--- config.mk ---
export PLATFORM = sky130hd
export DESIGN_NAME = req_ring_poller
export DESIGN_NICKNAME = d
export VERILOG_FILES = /design/src/rtl/rrq_pkg.sv /design/src/rtl/rrq_slot_bank.sv /design/src/rtl/rrq_poll_engine.sv /design/src/rtl/rrq_local_fifo.sv /design/src/rtl/req_ring_poller.sv
export SDC_FILE = /design/constraint.sdc
export NUM_CORES = 1
export LEC_CHECK = 0
export BUFFER_PORTS_ARGS = -buffer_cell sky130_fd_sc_hd__buf_2
export CELL_PAD_IN_SITES_DETAIL_PLACEMENT = 0
export CELL_PAD_IN_SITES_GLOBAL_PLACEMENT = 1
export CORE_MARGIN = 3
export CORE_UTILIZATION = 49
export DETAILED_ROUTE_END_ITERATION = 8
export GPL_TIMING_DRIVEN = 0
export PLACE_DENSITY_LB_ADDON = 0.1
export SKIP_LAST_GASP = 1
export SLEW_MARGIN = 20
export SYNTH_ARGS = -nofsm -noshare
export SYNTH_HDL_FRONTEND = slang
export SYNTH_SLANG_ARGS = --single-unit
--- constraint.sdc ---
create_clock -name clk -period 8 [get_ports clk]
set_input_delay 0.4 -clock clk [delete_from_list [all_inputs] [get_ports clk]]
set_output_delay 0.4 -clock clk [all_outputs]
set_load 0.01 [all_outputs]
--- src/rtl/rrq_pkg.sv ---
package rrq_pkg;

    localparam int OPC_W = 4;
    localparam logic [OPC_W-1:0] OPC_READ  = 4'h1;
    localparam logic [OPC_W-1:0] OPC_WRITE = 4'h2;

    typedef enum logic [1:0] {
        KIND_READ  = 2'd0,
        KIND_WRITE = 2'd1,
        KIND_BAD   = 2'd2
    } cmd_kind_e;

    typedef struct packed {
        logic valid;
        logic err;
    } ack_t;

    function automatic cmd_kind_e decode_kind(input logic [OPC_W-1:0] opc);
        case (opc)
            OPC_READ:  return KIND_READ;
            OPC_WRITE: return KIND_WRITE;
            default:   return KIND_BAD;
        endcase
    endfunction

endpackage

--- src/rtl/rrq_slot_bank.sv ---
module rrq_slot_bank
    import rrq_pkg::*;
#(
    parameter int SLOTS   = 16,
    parameter int ENTRY_W = 32,
    localparam int SLOT_W = $clog2(SLOTS)
) (
    input  logic               clk,
    input  logic               rst,
    input  logic               wr_valid,
    input  logic [SLOT_W-1:0]  wr_slot,
    input  logic [ENTRY_W-1:0] wr_data,
    input  logic               clr_valid,
    input  logic [SLOT_W-1:0]  rd_slot,
    output ack_t               ack,
    output logic [SLOT_W-1:0]  tail,
    output logic [SLOTS-1:0]   full_map,
    output logic [ENTRY_W-1:0] rd_data
);

    logic               accept;
    logic [SLOTS-1:0]   set_vec;
    logic [SLOTS-1:0]   clr_vec;
    logic [ENTRY_W-1:0] mem [SLOTS];

    // Store only on the expected slot, and only if it has been drained.
    assign accept = wr_valid && (wr_slot == tail) && !full_map[wr_slot];

    for (genvar g = 0; g < SLOTS; g++) begin : g_slot
        assign set_vec[g] = accept && (wr_slot == SLOT_W'(g));
        assign clr_vec[g] = clr_valid && (rd_slot == SLOT_W'(g));
    end

    always_ff @(posedge clk) begin
        if (accept) begin
            mem[wr_slot] <= wr_data;
        end
    end

    // A slot cannot be set and cleared together: set needs empty, clear needs full.
    always_ff @(posedge clk) begin
        if (rst) begin
            full_map <= '0;
        end else begin
            full_map <= (full_map | set_vec) & ~clr_vec;
        end
    end

    always_ff @(posedge clk) begin
        if (rst) begin
            tail <= '0;
        end else if (accept) begin
            tail <= (tail == SLOT_W'(SLOTS - 1)) ? '0 : tail + 1'b1;
        end
    end

    always_ff @(posedge clk) begin
        if (rst) begin
            ack <= '0;
        end else begin
            ack.valid <= wr_valid;
            ack.err   <= wr_valid && !accept;
        end
    end

    assign rd_data = mem[rd_slot];

endmodule

--- src/rtl/rrq_poll_engine.sv ---
module rrq_poll_engine #(
    parameter int SLOTS   = 16,
    parameter int IVL_W   = 16,
    localparam int SLOT_W = $clog2(SLOTS)
) (
    input  logic              clk,
    input  logic              rst,
    input  logic [IVL_W-1:0]  interval,
    input  logic [SLOTS-1:0]  full_map,
    input  logic              lq_full,
    output logic              take,
    output logic [SLOT_W-1:0] head
);

    logic [IVL_W-1:0] wait_cnt;
    logic             due;
    logic             fire;

    assign due  = (wait_cnt >= interval);
    assign fire = due && !lq_full;
    assign take = fire && full_map[head];

    // A due poll with a full local queue holds the counter, so the poll
    // happens in the first cycle in which the queue has room.
    always_ff @(posedge clk) begin
        if (rst) begin
            wait_cnt <= '0;
            head     <= '0;
        end else if (fire) begin
            wait_cnt <= '0;
            if (take) begin
                head <= (head == SLOT_W'(SLOTS - 1)) ? '0 : head + 1'b1;
            end
        end else if (!due) begin
            wait_cnt <= wait_cnt + 1'b1;
        end
    end

endmodule

--- src/rtl/rrq_local_fifo.sv ---
module rrq_local_fifo #(
    parameter int DEPTH  = 4,
    parameter int W      = 32,
    localparam int PTR_W = (DEPTH > 1) ? $clog2(DEPTH) : 1,
    localparam int CNT_W = $clog2(DEPTH + 1)
) (
    input  logic             clk,
    input  logic             rst,
    input  logic             push,
    input  logic [W-1:0]     push_data,
    input  logic             pop,
    output logic             valid,
    output logic [W-1:0]     data,
    output logic             full,
    output logic [CNT_W-1:0] count
);

    logic [W-1:0]     mem [DEPTH];
    logic [PTR_W-1:0] wr_ptr;
    logic [PTR_W-1:0] rd_ptr;
    logic             do_push;
    logic             do_pop;

    assign valid   = (count != '0);
    assign full    = (count == CNT_W'(DEPTH));
    assign do_push = push && !full;
    assign do_pop  = pop && valid;
    assign data    = mem[rd_ptr];

    always_ff @(posedge clk) begin
        if (do_push) begin
            mem[wr_ptr] <= push_data;
        end
    end

    always_ff @(posedge clk) begin
        if (rst) begin
            wr_ptr <= '0;
            rd_ptr <= '0;
            count  <= '0;
        end else begin
            if (do_push) begin
                wr_ptr <= (wr_ptr == PTR_W'(DEPTH - 1)) ? '0 : wr_ptr + 1'b1;
            end
            if (do_pop) begin
                rd_ptr <= (rd_ptr == PTR_W'(DEPTH - 1)) ? '0 : rd_ptr + 1'b1;
            end
            count <= count + CNT_W'(do_push) - CNT_W'(do_pop);
        end
    end

endmodule

--- src/rtl/req_ring_poller.sv ---
module req_ring_poller
    import rrq_pkg::*;
#(
    parameter int SLOTS    = 16,
    parameter int ENTRY_W  = 32,
    parameter int LQ_DEPTH = 4,
    parameter int IVL_W    = 16,
    localparam int SLOT_W  = $clog2(SLOTS),
    localparam int CNT_W   = $clog2(LQ_DEPTH + 1)
) (
    input  logic               clk,
    input  logic               rst,
    input  logic               wr_valid,
    input  logic [SLOT_W-1:0]  wr_slot,
    input  logic [ENTRY_W-1:0] wr_data,
    output logic               rsp_valid,
    output logic               rsp_err,
    output logic [SLOT_W-1:0]  next_free,
    input  logic [IVL_W-1:0]   poll_interval,
    output logic               lq_valid,
    output logic [ENTRY_W-1:0] lq_data,
    output logic [1:0]         lq_kind,
    input  logic               lq_pop
);

    ack_t               ack;
    logic [SLOTS-1:0]   full_map;
    logic [ENTRY_W-1:0] slot_data;
    logic [SLOT_W-1:0]  head;
    logic               take;
    logic               lq_full;
    logic [CNT_W-1:0]   lq_count;

    rrq_slot_bank #(
        .SLOTS   (SLOTS),
        .ENTRY_W (ENTRY_W)
    ) u_bank (
        .clk       (clk),
        .rst       (rst),
        .wr_valid  (wr_valid),
        .wr_slot   (wr_slot),
        .wr_data   (wr_data),
        .clr_valid (take),
        .rd_slot   (head),
        .ack       (ack),
        .tail      (next_free),
        .full_map  (full_map),
        .rd_data   (slot_data)
    );

    rrq_poll_engine #(
        .SLOTS (SLOTS),
        .IVL_W (IVL_W)
    ) u_poll (
        .clk      (clk),
        .rst      (rst),
        .interval (poll_interval),
        .full_map (full_map),
        .lq_full  (lq_full),
        .take     (take),
        .head     (head)
    );

    rrq_local_fifo #(
        .DEPTH (LQ_DEPTH),
        .W     (ENTRY_W)
    ) u_lq (
        .clk       (clk),
        .rst       (rst),
        .push      (take),
        .push_data (slot_data),
        .pop       (lq_pop),
        .valid     (lq_valid),
        .data      (lq_data),
        .full      (lq_full),
        .count     (lq_count)
    );

    assign rsp_valid = ack.valid;
    assign rsp_err   = ack.err;
    assign lq_kind   = decode_kind(lq_data[ENTRY_W-1 -: OPC_W]);

endmodule

# Yosys cells after proc, flatten, opt, wreduce, memory -nomap -nowiden

Memory sizes are Yosys's and may differ from the RTL's. A register that Yosys moved wholly into a read port is not among the register bits.
Cells that the tools add are included.

Register bits after elaboration: 49
Bits in writable memories: 640
Input port bits: 56
Output and inout port bits: 41
Word-level logic and storage cells: 125
Memories: 2

Memory list:

| memory     | words | width | read ports | clocked after Yosys merged registers in | wr ports | RTL line             | RTL |
|---|---|---|---|---|---|---|---|
| u_bank.mem | 16    | 32    | 1          | 1                                       | 1        | rrq_slot_bank.sv:24  | `logic [ENTRY_W-1:0] mem [SLOTS];` |
| u_lq.mem   | 4     | 32    | 1          | 1                                       | 1        | rrq_local_fifo.sv:18 | `logic [W-1:0] mem [DEPTH];` |

Add/subtract/negate cells: 7
Magnitude comparators: 3
Equal/unequal tests: 37
Muxes and demuxes: 17
Bitwise operators: 3
Reduce and logical (&&, ||, !) cells: 47

Operators with widths:

| cell                  | number |
|---|---|
| $eq 4x4->1 const B    | 17 |
| $logic_and 1x1->1     | 39 |
| $eq 4x3->1 const B    | 8 |
| $eq 4x2->1 const B    | 5 |
| $add 16x1->16 const B | 1 |
| $and 16x16->16        | 1 |
| $ge 16x16->1          | 1 |
| $mux 4                | 4 |
| $not 16->16           | 1 |
| $or 16x16->16         | 1 |
| $eq 4x1->1 const B    | 3 |
| $lt 4x5->1 const B    | 2 |
| $add 4x1->4 const B   | 2 |
| $bmux 1 s4            | 2 |
| $logic_not 4->1       | 2 |
| $mux 2                | 4 |
| $mux 1                | 6 |
| $add 2x1->2 const B   | 2 |
| $eq 2x2->1 const B    | 2 |
| $eq 4x4->1            | 1 |
| $pmux 2 s2            | 1 |
| $add 3x1->3           | 1 |
| $eq 3x3->1 const B    | 1 |
| $logic_not 1->1       | 3 |
| other kinds (4)       | 4 |

# Depth between registers and ports, before layout

Depth after elaboration: 7
Gate-level depth with buffers: 12
Depth with buffers taken out: 12

# Cells and area by module

A second synthesis with hierarchy kept.

Cell total of the unflattened synthesis: 1,290
Area, all modules: 27,316.2 um^2

Modules (own cells, without submodules):

| module          | instances | cells an instance | area each (um^2) |
|---|---|---|---|
| rrq_slot_bank   | 1         | 864               | 20,551.0 |
| rrq_local_fifo  | 1         | 218               | 5,096.1 |
| rrq_poll_engine | 1         | 205               | 1,645.3 |
| req_ring_poller | 1         | 3                 | 23.8 |

# Least setup slack after synthesis

Ideal clock, no wire load.

Path kind: in2reg
Start point: input port wr_slot[0]
End point: memory u_bank.mem[8][0] (enable)
Setup time: 0.461 ns
Arrival: 4.071 ns
Data required time: 7.539 ns
Setup slack: 3.468 ns
Stages: 6
Buffers on the path: 1
Cells stage by stage: buf_4 mux4_2 nand3_2 nand4_4 or4b_1 nor3_1

Cells in the longest elaborated chain, start to end: 6
Elaborated cells on any way between the ends: 8
Those cells by class: 1 x eq/ne; 4 x mux; 3 x reduce/logical

RTL lines:

| what                         | RTL line              | RTL |
|---|---|---|
| start, declared              | req_ring_poller.sv:14 | `input logic [SLOT_W-1:0] wr_slot,` |
| $bmux 1 s4                   | rrq_slot_bank.sv:27   | `assign accept = wr_valid && (wr_slot == tail) && !full_map[wr_slot];` |
| $mux 1 (not written as such) | rrq_slot_bank.sv:27   |  |
| $logic_not 1->1              | rrq_slot_bank.sv:27   |  |
| $logic_and 1x1->1            | rrq_slot_bank.sv:27   |  |
| $mux 1                       | rrq_slot_bank.sv:35   | `if (accept) begin` |
| $mux 1 (not written as such) | rrq_slot_bank.sv:36   | `mem[wr_slot] <= wr_data;` |
| end, declared                | rrq_slot_bank.sv:24   |  |

Several ways; a longest one is shown, not always the timed one. The select of a mux whose other input is x is not followed.

# Final worst setup path

Start point: register u_poll.wait_cnt[7]
End point: register u_lq.count[2]

Cells in the longest elaborated chain, start to end: 6

RTL lines:

| what                   | RTL line              | RTL |
|---|---|---|
| start, declared        | rrq_poll_engine.sv:15 | `logic [IVL_W-1:0] wait_cnt;` |
| start signal, assigned | rrq_poll_engine.sv:35 | `wait_cnt <= wait_cnt + 1'b1;` |
| $ge 16x16->1           | rrq_poll_engine.sv:19 | `assign due = (wait_cnt >= interval);` |
| $logic_and 1x1->1      | rrq_poll_engine.sv:20 | `assign fire = due && !lq_full;` |
| $logic_and 1x1->1      | rrq_poll_engine.sv:21 | `assign take = fire && full_map[head];` |
| $logic_and 1x1->1      | rrq_local_fifo.sv:26  | `assign do_push = push && !full;` |
| via u_lq.do_push       | rrq_local_fifo.sv:21  | `logic do_push;` |
| $add 3x1->3            | rrq_local_fifo.sv:48  | `count <= count + CNT_W'(do_push) - CNT_W'(do_pop);` |
| $sub 3x1->3            | rrq_local_fifo.sv:48  |  |
| end signal, assigned   | rrq_local_fifo.sv:48  |  |
| end, declared          | rrq_local_fifo.sv:15  | `output logic [CNT_W-1:0] count` |

The timed path passes the listed nets, and every way through them passes these cells.
A chain may end at the register's enable or synchronous reset.

==> flow_metrics.env <==
export IMPL_grt_util_met3_pct=4.14
export IMPL_mappedNetlistArea_um2=27000
export IMPL_vias=13100
export IMPL_crit_required_ps=8450
export IMPL_nets=1533
export IMPL_hold_path_class="primary input to flip-flop"
export IMPL_drt_first_pass_iters=5
export IMPL_post_cts_resized=0
export IMPL_synth_cell_types=55
export IMPL_setup_viol=0
export IMPL_grt_usage_pct=21.0
export IMPL_core_um2=54200
export IMPL_fin_setup_tns_ps=0
export IMPL_status="completed"
export IMPL_cts_buffer_depth=3
export IMPL_grt_pass1_wl_um=87500
export IMPL_cts_buffers=72
export IMPL_htreeDepth=3
export IMPL_mappedNetlistNets=1337
export IMPL_busiest_layer="met2"
export IMPL_syn_inst=1251
export IMPL_worstSetupEndpointType="flip-flop"
export IMPL_avgSynthCellArea_um2=21.6
export IMPL_multi_input_comb_area_um2=6440
export IMPL_maxCapViolations=0
export IMPL_cts_setup_buffers=0
export IMPL_chipHeight_um=241
export IMPL_finalMaxSlewViolations=0
export IMPL_r2r_slack_ps=4440
export IMPL_slew_headroom_pct=30.1
export IMPL_root_buffer="clkbuf_16"
export IMPL_critical_path_arrival_ps=4010
export IMPL_worstMarginPinSlew_ps=1050
export IMPL_holdBufCountCts=0
export IMPL_ys_flop_type="edfxtp_1"
export IMPL_port_buffers=91
export IMPL_die_area_um2=58000
export IMPL_hpwl_um=37300
export IMPL_synth_edf_count=640
export IMPL_critPathMaxFanout=10
export IMPL_ys_seq_area_share_pct=75.2
export IMPL_clock_sinks=695
export IMPL_start_kind="flip-flop"
export IMPL_leakage_nw=9.81
export IMPL_power_w=0.00757
export IMPL_detail_route_antenna_nets=0
export IMPL_endpoint="u_lq.count[2]$_SDFF_PP0_"
export IMPL_rsz0062_at_grt="false"
export IMPL_floorplan_initialDensity_pct=49.8
export IMPL_worstReg2RegEnd="u_lq.count[2]$_SDFF_PP0_"
export IMPL_ys_warn_count=0
export IMPL_avgViaCountPerCell=5.94
export IMPL_antenna_found_initial=4
export IMPL_hold_depth=2
export IMPL_grt_max_degree=33
export IMPL_ioPinCount=97
export IMPL_grt_ovfl_total=0
export IMPL_startpoint="u_poll.wait_cnt[7]$_SDFFE_PP0P_"
export IMPL_p_per_area_nw_per_um2=242
export IMPL_worstSkewPairLatency_ps=600
export IMPL_seqCellArea_um2=20300
export IMPL_area_growth_synth_to_final_pct=15.7
export IMPL_peakVddDrop_v=0.000161
export IMPL_hold_violations=0
export IMPL_drive_gt1_share_pct=31.2
export IMPL_first_global_vias=13400
export IMPL_wl_per_cell_um=27.0
export IMPL_grt_use_met1_pct=29.9
export IMPL_rr_worst_depth=11
export IMPL_fin_crit_ps=3560
export IMPL_die_w_um=241
export IMPL_ys_ff_latch=695
export IMPL_use_met2_pct=33.8
export IMPL_drcViolationCount=0
export IMPL_rows=85
export IMPL_timing_rr_start="u_poll.wait_cnt[7]$_SDFFE_PP0P_"
export IMPL_worstSetupPathType="flip-flop to flip-flop"
export IMPL_drt_iter0_markers=1004
export IMPL_drt_wl_total_um=59300
export IMPL_synth_async_reset_ratio_pct=0
export IMPL_cts_tree="yes"
export IMPL_gp_congestion=0.773
export IMPL_nFillCells=4028
export IMPL_fmax_mhz=281
export IMPL_cts_clk_slew_worst_paths_ps=60
export IMPL_post_route_period_util_pct=44.5
export IMPL_skew_ps=24.8
==> routing by layer <==
metal  wire length, um  up-vias  part of all wire [%]
met5                22        -                 0.037
met4              1120        4                   1.9
met3              3880       87                   6.5
met2             28800      373                    48
met1             25500     6957                    43
li1                  -     5649                     -
==> metrics by stage <==
| stage | hold slack (ps) | util (%) | instances | setup slack [ps] | cell area [um^2] |
|---|---|---|---|---|---|
| floorplan | 454 | - | 1251 | 3470 | 27000 |
| global placement | 472 | 52.3 | 2038 | 423 | 28400 |
| detailed placement | 478 | 53.4 | 2068 | 4300 | 29000 |
| CTS | 92.1 | 57.6 | 2197 | 4420 | 31300 |
| global route | 115 | 57.6 | 2198 | 4180 | 31300 |
| finish | 127 | 57.7 | 2199 | 4440 | 31300 |
==> registers in the layout, indices dropped and copies added (netlist names), 3 cells and up, named ones only <==
signal and count:
u_bank.full_map 16, u_bank.mem 512, u_bank.tail 4, u_lq.count 3
u_lq.mem 128, u_poll.head 4, u_poll.wait_cnt 16
==> final cells by class <==
cell class	instances	share of cell area, %
clock buffers	96	6.31
inverters	31	0.372
repair buffers	122	3.17
flip-flops and latches	695	65.0
clock inverters	33	0.948
well taps	696	2.78
plain buffers	59	0.816
diodes	1	0.00800
multi-input cells	466	20.6
==> power by group <==
part	internal, W	switching, W	leakage, nW	total (W)
registers	0.00397	0.0000109	6.20	0.00398
clock network	0.00190	0.00134	1.11	0.00323
logic	0.000161	0.000199	2.50	0.000359
total	0.00603	0.00155	9.81	0.00757
==> critical path, cell delays in order (launching register included) <==
cell and delay (ps):
dfxtp_1 480, ha_1 300, a21oi_1 130, o21ai_0 120
a211o_1 380, o31ai_2 550, nor2_1 360, ha_1 320
fa_1 400, xnor2_1 200, xnor2_1 130, nor2_1 50
==> cell families (layout without fill, tap and decap cells) <==
group,Yosys count,after routing,share of synthesized area (%)
muxes,207,207,16.9
DFF,695,695,75.2
buffers and inverters,90,341,1.35
xor gates and xnor gates,10,10,0.324
other,0,1,0
AOI/OAI and AO/OA,92,92,2.18
and+or+nand+nor,127,127,2.63
adders and majority gates,30,30,1.42
==> synth_stat cells (all sizes together) (2+ instances only) <==
master / number / area (um^2)
a211oi: 8 / 65.1
a21oi: 38 / 190
a311oi: 8 / 70.1
a31oi: 6 / 37.5
and2: 4 / 25.0
and3: 7 / 43.8
buf: 22 / 109
clkbuf: 37 / 139
dfxtp: 55 / 1100
edfxtp: 640 / 19200
ha: 29 / 363
inv: 31 / 116
mux2: 2 / 22.5
mux2i: 5 / 50.1
mux4: 200 / 4500
nand2: 18 / 67.6
nand2b: 4 / 25.0
nand3: 16 / 85.1
nand4: 6 / 52.6
nor2: 27 / 101
nor2b: 12 / 75.1
nor3: 8 / 40.0
nor4b: 2 / 23.8
o21ai: 18 / 90.1
o31ai: 4 / 35.0
or3: 14 / 87.6
or4: 4 / 37.5
xnor2: 6 / 52.6
xor2: 4 / 35.0
==> cell usage in the layout, fill, tap and decap left out, types with 15 or more instances in the layout <==
cell type,count
a21oi_1,38
buf_2,99
clkbuf_1,53
clkbuf_16,74
dfxtp_1,55
edfxtp_1,640
ha_1,29
inv_1,30
mux4_2,200
nand2_1,18
nand3_1,15
nor2_1,18
o21ai_0,17
==> worst min-delay path by stage <==
stage / startpoint / end / slack, ps
final: wr_valid / u_bank.ack[1]$_SDFF_PP0_ / 130
after CTS: wr_valid / u_bank.ack[1]$_SDFF_PP0_ / 90
after floorplan: u_bank.full_map[12]$_SDFF_PP0_ / u_bank.full_map[12]$_SDFF_PP0_ / 450
after detailed placement: u_lq.rd_ptr[1]$_SDFFE_PP0P_ / u_lq.rd_ptr[1]$_SDFFE_PP0P_ / 480
after global placement: u_lq.rd_ptr[1]$_SDFFE_PP0P_ / u_lq.rd_ptr[1]$_SDFFE_PP0P_ / 470
after global routing: wr_valid / u_bank.ack[1]$_SDFF_PP0_ / 120
(Power assumes the default switching activity.)
